`config.mk`:
```
export PLATFORM = sky130hd
export DESIGN_NAME = enc_latch_counter
export DESIGN_NICKNAME = d
export VERILOG_FILES = /design/src/rtl/enc_pkg.sv /design/src/rtl/enc_edge_sync.sv /design/src/rtl/enc_quad_dec.sv /design/src/rtl/enc_capture.sv /design/src/rtl/enc_latch_counter.sv
export SDC_FILE = /design/constraint.sdc
export NUM_CORES = 1
export LEC_CHECK = 0
export BUFFER_PORTS_ARGS = -buffer_cell sky130_fd_sc_hd__buf_2
export CORE_MARGIN = 8
export CORE_UTILIZATION = 50
export DETAILED_ROUTE_END_ITERATION = 8
export HOLD_SLACK_MARGIN = 0.12
export PLACE_DENSITY = 0.71
export SLEW_MARGIN = 20
export SYNTH_ARGS = -nofsm -noshare
export SYNTH_HDL_FRONTEND = slang
export SYNTH_SLANG_ARGS = --single-unit
```
`constraint.sdc`:
```
create_clock -name clk -period 7.7 [get_ports clk]
set_input_delay 0.385 -clock clk [delete_from_list [all_inputs] [get_ports clk]]
set_output_delay 0.385 -clock clk [all_outputs]
set_load 0.02 [all_outputs]
```
`src/rtl/enc_pkg.sv`:
```
`timescale 1ns/1ps
package enc_pkg;

  typedef struct packed {
    logic reg_access;
    logic rsvd;
    logic clr_on_hit;
    logic arm_fall;
    logic arm_rise;
    logic set_cnt;
    logic show_latch;
    logic arm_zero;
  } ctrl_t;

  localparam int PIN_A    = 0;
  localparam int PIN_B    = 1;
  localparam int PIN_LAT  = 2;
  localparam int PIN_ZERO = 3;
  localparam int N_PINS   = 4;

endpackage

```
`src/rtl/enc_edge_sync.sv`:
```
`timescale 1ns/1ps
module enc_edge_sync #(
  parameter int WIDTH  = 4,
  parameter int STAGES = 2
) (
  input  logic             clk,
  input  logic             rst_n,
  input  logic [WIDTH-1:0] din,
  output logic [WIDTH-1:0] lvl,
  output logic [WIDTH-1:0] prv,
  output logic [WIDTH-1:0] rise,
  output logic [WIDTH-1:0] fall
);

  localparam int LAST = STAGES - 1;

  for (genvar g = 0; g < WIDTH; g++) begin : g_pin
    logic [STAGES-1:0] shift_q;
    logic [STAGES-1:0] shift_d;
    logic              hist_q;

    always_comb begin
      shift_d = {shift_q[STAGES-2:0], din[g]};
    end

    always_ff @(posedge clk or negedge rst_n) begin
      if (!rst_n) begin
        shift_q <= '0;
        hist_q  <= 1'b0;
      end else begin
        shift_q <= shift_d;
        hist_q  <= shift_q[LAST];
      end
    end

    assign lvl[g]  = shift_q[LAST];
    assign prv[g]  = hist_q;
    assign rise[g] = shift_q[LAST] & ~hist_q;
    assign fall[g] = ~shift_q[LAST] & hist_q;
  end

endmodule

```
`src/rtl/enc_quad_dec.sv`:
```
`timescale 1ns/1ps
module enc_quad_dec (
  input  logic a_now,
  input  logic b_now,
  input  logic a_old,
  input  logic b_old,
  output logic step_en,
  output logic step_up
);

  logic a_chg;
  logic b_chg;

  always_comb begin
    a_chg   = a_now ^ a_old;
    b_chg   = b_now ^ b_old;
    step_en = a_chg ^ b_chg;
    step_up = a_now ^ b_old;
  end

endmodule

```
`src/rtl/enc_capture.sv`:
```
`timescale 1ns/1ps
module enc_capture
  import enc_pkg::*;
#(
  parameter int CNT_W = 32
) (
  input  logic             clk,
  input  logic             rst_n,
  input  ctrl_t            ctl,
  input  logic             lat_rise,
  input  logic             lat_fall,
  input  logic             zero_rise,
  input  logic [CNT_W-1:0] count,
  output logic [CNT_W-1:0] latch_val,
  output logic             cap_any,
  output logic             cap_zero,
  output logic             clr_hit,
  output logic             lat_valid,
  output logic             zero_valid
);

  logic hit_pin;
  logic hit_zero;
  logic cap_pin;
  logic pin_armed;
  logic lat_valid_d;
  logic zero_valid_d;
  logic [CNT_W-1:0] latch_d;

  always_comb begin
    pin_armed    = ctl.arm_rise | ctl.arm_fall;
    hit_pin      = (ctl.arm_rise & lat_rise) | (ctl.arm_fall & lat_fall);
    hit_zero     = ctl.arm_zero & zero_rise;
    cap_pin      = hit_pin & ~lat_valid;
    cap_zero     = hit_zero & ~zero_valid;
    cap_any      = cap_pin | cap_zero;
    clr_hit      = ctl.clr_on_hit & (hit_pin | hit_zero);
    lat_valid_d  = pin_armed & (lat_valid | cap_pin);
    zero_valid_d = ctl.arm_zero & (zero_valid | cap_zero);
    latch_d      = count;
  end

  always_ff @(posedge clk or negedge rst_n) begin
    if (!rst_n) begin
      lat_valid  <= 1'b0;
      zero_valid <= 1'b0;
    end else begin
      lat_valid  <= lat_valid_d;
      zero_valid <= zero_valid_d;
    end
  end

  always_ff @(posedge clk or negedge rst_n) begin
    if (!rst_n) begin
      latch_val <= '0;
    end else if (cap_any) begin
      latch_val <= latch_d;
    end
  end

endmodule

```
`src/rtl/enc_latch_counter.sv`:
```
`timescale 1ns/1ps
module enc_latch_counter
  import enc_pkg::*;
#(
  parameter int CNT_W       = 32,
  parameter int SYNC_STAGES = 2
) (
  input  logic             clk,
  input  logic             rst_n,
  input  logic             quad_a,
  input  logic             quad_b,
  input  logic             latch_in,
  input  logic             zero_in,
  input  logic [7:0]       ctrl_byte,
  input  logic [CNT_W-1:0] preset_word,
  output logic [7:0]       status_byte,
  output logic [CNT_W-1:0] data_word
);

  localparam logic [CNT_W-1:0] ONE = CNT_W'(1);

  logic rst_s1;
  logic rst_int;

  always_ff @(posedge clk or negedge rst_n) begin
    if (!rst_n) begin
      rst_s1  <= 1'b0;
      rst_int <= 1'b0;
    end else begin
      rst_s1  <= 1'b1;
      rst_int <= rst_s1;
    end
  end

  ctrl_t ctl_raw;
  ctrl_t ctl;

  always_comb begin
    ctl_raw = ctrl_t'(ctrl_byte);
    ctl     = ctl_raw.reg_access ? ctrl_t'(8'h00) : ctl_raw;
  end

  logic [N_PINS-1:0] pin_lvl;
  logic [N_PINS-1:0] pin_prv;
  logic [N_PINS-1:0] pin_rise;
  logic [N_PINS-1:0] pin_fall;

  enc_edge_sync #(
    .WIDTH (N_PINS),
    .STAGES(SYNC_STAGES)
  ) u_sync (
    .clk  (clk),
    .rst_n(rst_int),
    .din  ({zero_in, latch_in, quad_b, quad_a}),
    .lvl  (pin_lvl),
    .prv  (pin_prv),
    .rise (pin_rise),
    .fall (pin_fall)
  );

  logic step_en;
  logic step_up;

  enc_quad_dec u_dec (
    .a_now  (pin_lvl[PIN_A]),
    .b_now  (pin_lvl[PIN_B]),
    .a_old  (pin_prv[PIN_A]),
    .b_old  (pin_prv[PIN_B]),
    .step_en(step_en),
    .step_up(step_up)
  );

  logic [CNT_W-1:0] count;
  logic [CNT_W-1:0] latch_val;
  logic             cap_any;
  logic             cap_zero;
  logic             clr_hit;
  logic             lat_valid;
  logic             zero_valid;

  enc_capture #(
    .CNT_W(CNT_W)
  ) u_cap (
    .clk       (clk),
    .rst_n     (rst_int),
    .ctl       (ctl),
    .lat_rise  (pin_rise[PIN_LAT]),
    .lat_fall  (pin_fall[PIN_LAT]),
    .zero_rise (pin_rise[PIN_ZERO]),
    .count     (count),
    .latch_val (latch_val),
    .cap_any   (cap_any),
    .cap_zero  (cap_zero),
    .clr_hit   (clr_hit),
    .lat_valid (lat_valid),
    .zero_valid(zero_valid)
  );

  logic             set_q;
  logic             preset_evt;
  logic             cnt_en;
  logic [CNT_W-1:0] count_d;

  always_comb begin
    preset_evt = ctl.set_cnt & ~set_q;
    cnt_en     = preset_evt | clr_hit | step_en;
    if (preset_evt) begin
      count_d = preset_word;
    end else if (clr_hit) begin
      count_d = '0;
    end else if (step_up) begin
      count_d = count + ONE;
    end else begin
      count_d = count - ONE;
    end
  end

  always_ff @(posedge clk or negedge rst_int) begin
    if (!rst_int) begin
      set_q <= 1'b0;
    end else begin
      set_q <= ctl.set_cnt;
    end
  end

  always_ff @(posedge clk or negedge rst_int) begin
    if (!rst_int) begin
      count <= '0;
    end else if (cnt_en) begin
      count <= count_d;
    end
  end

  logic conflict;

  always_comb begin
    conflict    = ctl.arm_zero & (ctl.arm_rise | ctl.arm_fall);
    status_byte = {ctl_raw.reg_access, 2'b00, conflict, lat_valid,
                   ctl.set_cnt, ctl.show_latch, zero_valid};
    data_word   = ctl.show_latch ? latch_val : count;
  end

endmodule

```
# After elaboration in Yosys (flattened, before gate mapping)
# Cells that the tools add are included.
# totals
inputBits	46
latchBits	0
word_cells	53
mem_bits_rw	0
mem_count	0
romBits	0
out_inout_bits	40
ff_bits	81
# op_classes
add_sub_neg	2
reduce_logical	0
muxes	5
n_mul	0
n_div	0
n_eq_ne	0
order_cmp	0
shifts	0
bitwise	31
# ops
cell	n
2-to-1 mux 32 bit	4
adder 32 x 1 -> 32 bit, second input constant	1
subtractor 32 x 1 -> 32 bit, second input constant	1
AND 1 bit	13
OR 1 bit	8
2-to-1 mux 6 bit	1
NOT 1 bit	6
XOR 1 bit	4

# Depth between registers and ports, before layout
# depth
ltp_word	8
ltp_mapped	16
ltp_nobuf	10

# Modules after synthesis
# Synthesis repeated with hierarchy kept, for this count alone.
# hier_totals
cells_unflattened	529
area_unflattened_um2	5527.8
# modules_own_cells
module	cells_per_inst	seq_area_each_um2	instances	area_per_inst_um2
enc_latch_counter	420	875.8	1	3627.2
enc_capture	78	850.8	1	1456.4
enc_edge_sync	28	300.3	1	410.4
enc_quad_dec	3	0.0	1	33.8

# Worst setup path before layout
# OpenSTA, ideal clock, no wires.
# synth_path
path_kind	register to register
startpoint	reg u_sync.g_pin[1].hist_q
endpoint	reg count[30]
n_path_buf	4
arrival_ns	3.370
synth_period_minus_slack_ns	3.464
path_slack_ns	4.236
t_required_ns	7.606
setup_time_ns	0.094
stages_incl_launch_ff	15
path_cell_list	dfrtp_1 > xor2_1 > inv_2 > buf_1 > clkbuf_1 > buf_1 > ha_1 > clkbuf_1 > or4b_1 > mux2i_1 > a21oi_1 > mux2_2 > a211o_1 > mux2i_1 > a211oi_1
# synth_via
elab_chain_len	4
elab_cells_between_ends	7
cone_classes	mux: 3; bitwise: 4
# synth_rtl
element	line	text
from (decl)	enc_edge_sync.sv:20	logic hist_q;
from (signal assigned)	enc_edge_sync.sv:32	hist_q <= shift_q[LAST];
XOR 1 bit	enc_quad_dec.sv:18	step_up = a_now ^ b_old;
2-to-1 mux 32 bit	enc_latch_counter.sv:111	end else if (step_up) begin
2-to-1 mux 32 bit	enc_latch_counter.sv:109	end else if (clr_hit) begin
2-to-1 mux 32 bit	enc_latch_counter.sv:107	if (preset_evt) begin
to (signal assigned)	enc_latch_counter.sv:130	count <= count_d;
to (decl)	enc_latch_counter.sv:73	logic [CNT_W-1:0] count;
# Parallel ways exist; a longest one is shown, timed or not.
# A chain may end at the register's enable or synchronous reset.

# Worst setup path in the final report
# Ends and elaborated chain as after synthesis.

==> flow_metrics.env <==
export IMPL_layout_drive_gt1_share_pct=26.80
export IMPL_routed_wl_um=16060
export IMPL_cp_slowest_cell="ha_1"
export IMPL_power_switching_w=0.0009211
export IMPL_cp_arrival_ns=4.07
export IMPL_grt_usage_pct=22.03
export IMPL_crit_type="reg2reg"
export IMPL_ys_seq_elements=81
export IMPL_place_ws_ns=3.852
export IMPL_maxCapViolCount=0
export IMPL_hold_buffers=3
export IMPL_post_cts_buffers=0
export IMPL_crit_fanout=47
export IMPL_wl_per_cell_um=19.18
export IMPL_fin_nets=737
export IMPL_core_area_um2=11270
export IMPL_async_flop_share_pct=100.0
export IMPL_p_seq_share_pct=37.4
export IMPL_switching_share_pct=43.58
export IMPL_endpoint_kind="register"
export IMPL_finalSetupViolCount=0
export IMPL_drt_initial_drc_count=436
export IMPL_p_leak_nw=2.829
export IMPL_start_util_pct=50.67
export IMPL_viasPerCell=6.287
export IMPL_crit_chain="xor2_4 > buf_4 > inv_2 > ha_1 > or4b_1 > mux2i_1 > nand3_1 > nor4bb_1 > a211o_1 > mux2i_1 > a211oi_1"
export IMPL_dp_hpwl_um=11120
export IMPL_peakVddDrop_uv=204.7
export IMPL_antenna_left=0
export IMPL_die_x_um=122.9
export IMPL_yosysSeqAreaShare_pct=35.49
export IMPL_grt_overflow_total=0
export IMPL_n_antenna_cell=0
export IMPL_gp_congestion=0.8796
export IMPL_area_delta_synth_final_pct=13.32
export IMPL_cts_tree="built"
export IMPL_critPathTopFamily="simple AND/OR/NAND/NOR gates"
export IMPL_crit_buf_inv=2
export IMPL_netlist_area_um2=5712
export IMPL_hold_path_class="in2reg"
export IMPL_ys_types=72
export IMPL_pin_count=86
export IMPL_powerDensity_nw_per_um2=326.6
export IMPL_grt_pass1_wl_um=26300
export IMPL_via_count=5262
export IMPL_htreeDepth=3
export IMPL_portBuffers=82
export IMPL_clock_sinks=81
export IMPL_yosysWarnings=0
export IMPL_min_period_over_period_pct=50.04
export IMPL_fin_tns_setup_ns=0
export IMPL_cts_resized=0
export IMPL_cts_path_max_buffers=2
export IMPL_dr_pass1_iters=5
export IMPL_grt_antenna_before_repair=0
export IMPL_clockRootBuffer="clkbuf_16"
export IMPL_path_clk_slew_ns=0.06
export IMPL_drc=0
export IMPL_syn_avg_cell_area_um2=8.734
export IMPL_grt_max_degree=80
export IMPL_cts_made_buffers=9
export IMPL_synth_edff_count=0
export IMPL_syn_inst=654
export IMPL_skew_ns=0.008550
export IMPL_mostFrequentLayoutCells="82 x buf_2, 80 x dfrtp_1, 67 x nand2_1"
export IMPL_rsz0062_at_grt="false"
export IMPL_status="finished clean"
export IMPL_critPathLaunchType="register"
export IMPL_p_total_w=0.002114
export IMPL_dieArea_um2=15100
export IMPL_crit_path_max_incr_delay_ns=0.59
export IMPL_pwr_share_clk_pct=20.8
export IMPL_grt_pass1_vias=5170
export IMPL_finalHoldViolations=0
export IMPL_period_minus_slack_ns=3.853
export IMPL_cp_required_ns=7.91
export IMPL_slew_headroom_pct=28.91
export IMPL_maxSlewViolCount=0
export IMPL_synth_top_flop_cell="dfrtp_1"
export IMPL_post_route_worst_setup_slack_ns=3.847
export IMPL_max_slew_worst_pin_slew_ns=1.064
export IMPL_p_int_w=0.001193
export IMPL_cp_common_cell="mux2i_1"
export IMPL_final_common_cell="buf_2"
export IMPL_clk_latency_ns=0.35
export IMPL_fp_row_count=39
export IMPL_die_y_um=122.9
export IMPL_combPwrFrac_pct=41.8
export IMPL_fmax_mhz=259.5
kinds of logic (layout without fill, tap and decap cells):
group / Yosys count / after routing / synth area share, %
AO/OA/AOI/OAI: 156 / 156 / 18.49
adder cells (fa/ha/maj): 2 / 2 / 0.4380
multiplexers: 77 / 77 / 15.03
flip-flops: 81 / 81 / 35.49
AND/OR/NAND/NOR: 256 / 256 / 23.86
buffers and inverters: 74 / 113 / 5.652
other: 2 / 3 / 0.1315
XOR/XNOR: 6 / 6 / 0.9202
per-stage QoR:
stage | util [%] | hold WS, ns | std cells | instance area, um^2
6_report | 57.42 | 0.1339 | 837 | 6472
3_5_place_dp | 53.84 | 0.1721 | 815 | 6068
3_3_place_gp | 53.84 | 0.1698 | 815 | 6068
2_1_floorplan | - | 0.08941 | 655 | 5715
4_1_cts | 56.73 | 0.1220 | 834 | 6395
5_1_grt | 57.42 | 0.1253 | 837 | 6472
Yosys cell counts (all sizes together) (3+ instances only):
master   number  area [um^2]
a31oi        19        118.9
a211o         3        26.28
o21ai        33        168.9
nor2         51        191.4
inv           8        30.03
nor3         14        70.07
nand3b        4        30.03
nor4         19        143.9
a2bb2oi       3        26.28
o22ai         4        25.02
nand2b        7        43.79
o211ai        3        27.52
and2         12        75.07
nand3        17        85.08
xor2          3        26.28
nor2b         4        25.02
and4         11        96.34
clkbuf       42        157.7
or4          13        105.1
nand4        17        106.4
nand2        68        255.2
a21o          9        67.56
mux2i        17        182.7
o31ai         4        35.03
or3           8        50.05
dfrtp        81         2027
buf          24        135.1
and3          3        18.77
o21a          4        30.03
xnor2         3        26.28
a211oi        6        65.06
o2bb2ai       4        35.03
a21oi        41        205.2
mux2         60        675.7
metal layers:
layer  vias to the layer above  track usage (%)  part of all wire (%)
met5                         -                0                     0
met4                         0            9.901                   2.7
met3                        32            5.382                   6.9
met2                       186            35.34                    47
met1                      2557            27.58                    43
li1                       2487                -                     -
registers in the layout (all words and copies together) (netlist names), 4 cells and up:
signal,flops
count,32
u_sync.g_pin.hist_q,4
u_sync.g_pin.shift_q,8
u_cap.latch_val,32
final cells by class:
class | count | area, um^2
flip-flops and latches | 81 | 2031
inverters | 8 | 30.03
clock buffers | 10 | 229.0
clock inverters | 6 | 67.56
fillers | 1024 | 4800
well taps | 143 | 178.9
repair buffers | 89 | 518.0
multi-input cells | 500 | 3418
power groups by stage:
| stage | Clock (W) | Combinational (W) | Sequential [W] |
|---|---|---|---|
| floorplan | 0 | 0.000788 | 0.000634 |
| global placement | 0 | 0.000843 | 0.000783 |
| detailed placement | 0 | 0.000862 | 0.000799 |
| CTS | 0.000449 | 0.000868 | 0.000790 |
| global route | 0.000463 | 0.000972 | 0.000818 |
| finish | 0.000440 | 0.000883 | 0.000791 |
worst paths after layout:
kind	start	endpoint	slack [ns]	cells past startpoint
max reg2reg	u_sync.g_pin[1].hist_q	count[30]	3.85	11
min	zero_in	u_sync.g_pin[3].shift_q[0]	0.13	1
min in group asynchronous	rst_int	u_cap.latch_val[31]	0.27	0
max	u_sync.g_pin[1].hist_q	count[30]	3.85	11
min reg2reg	rst_int	u_cap.latch_val[31]	0.27	0
max in group asynchronous	rst_int	u_cap.latch_val[16]	6.83	1
Power figures use the tool's default switching activity.
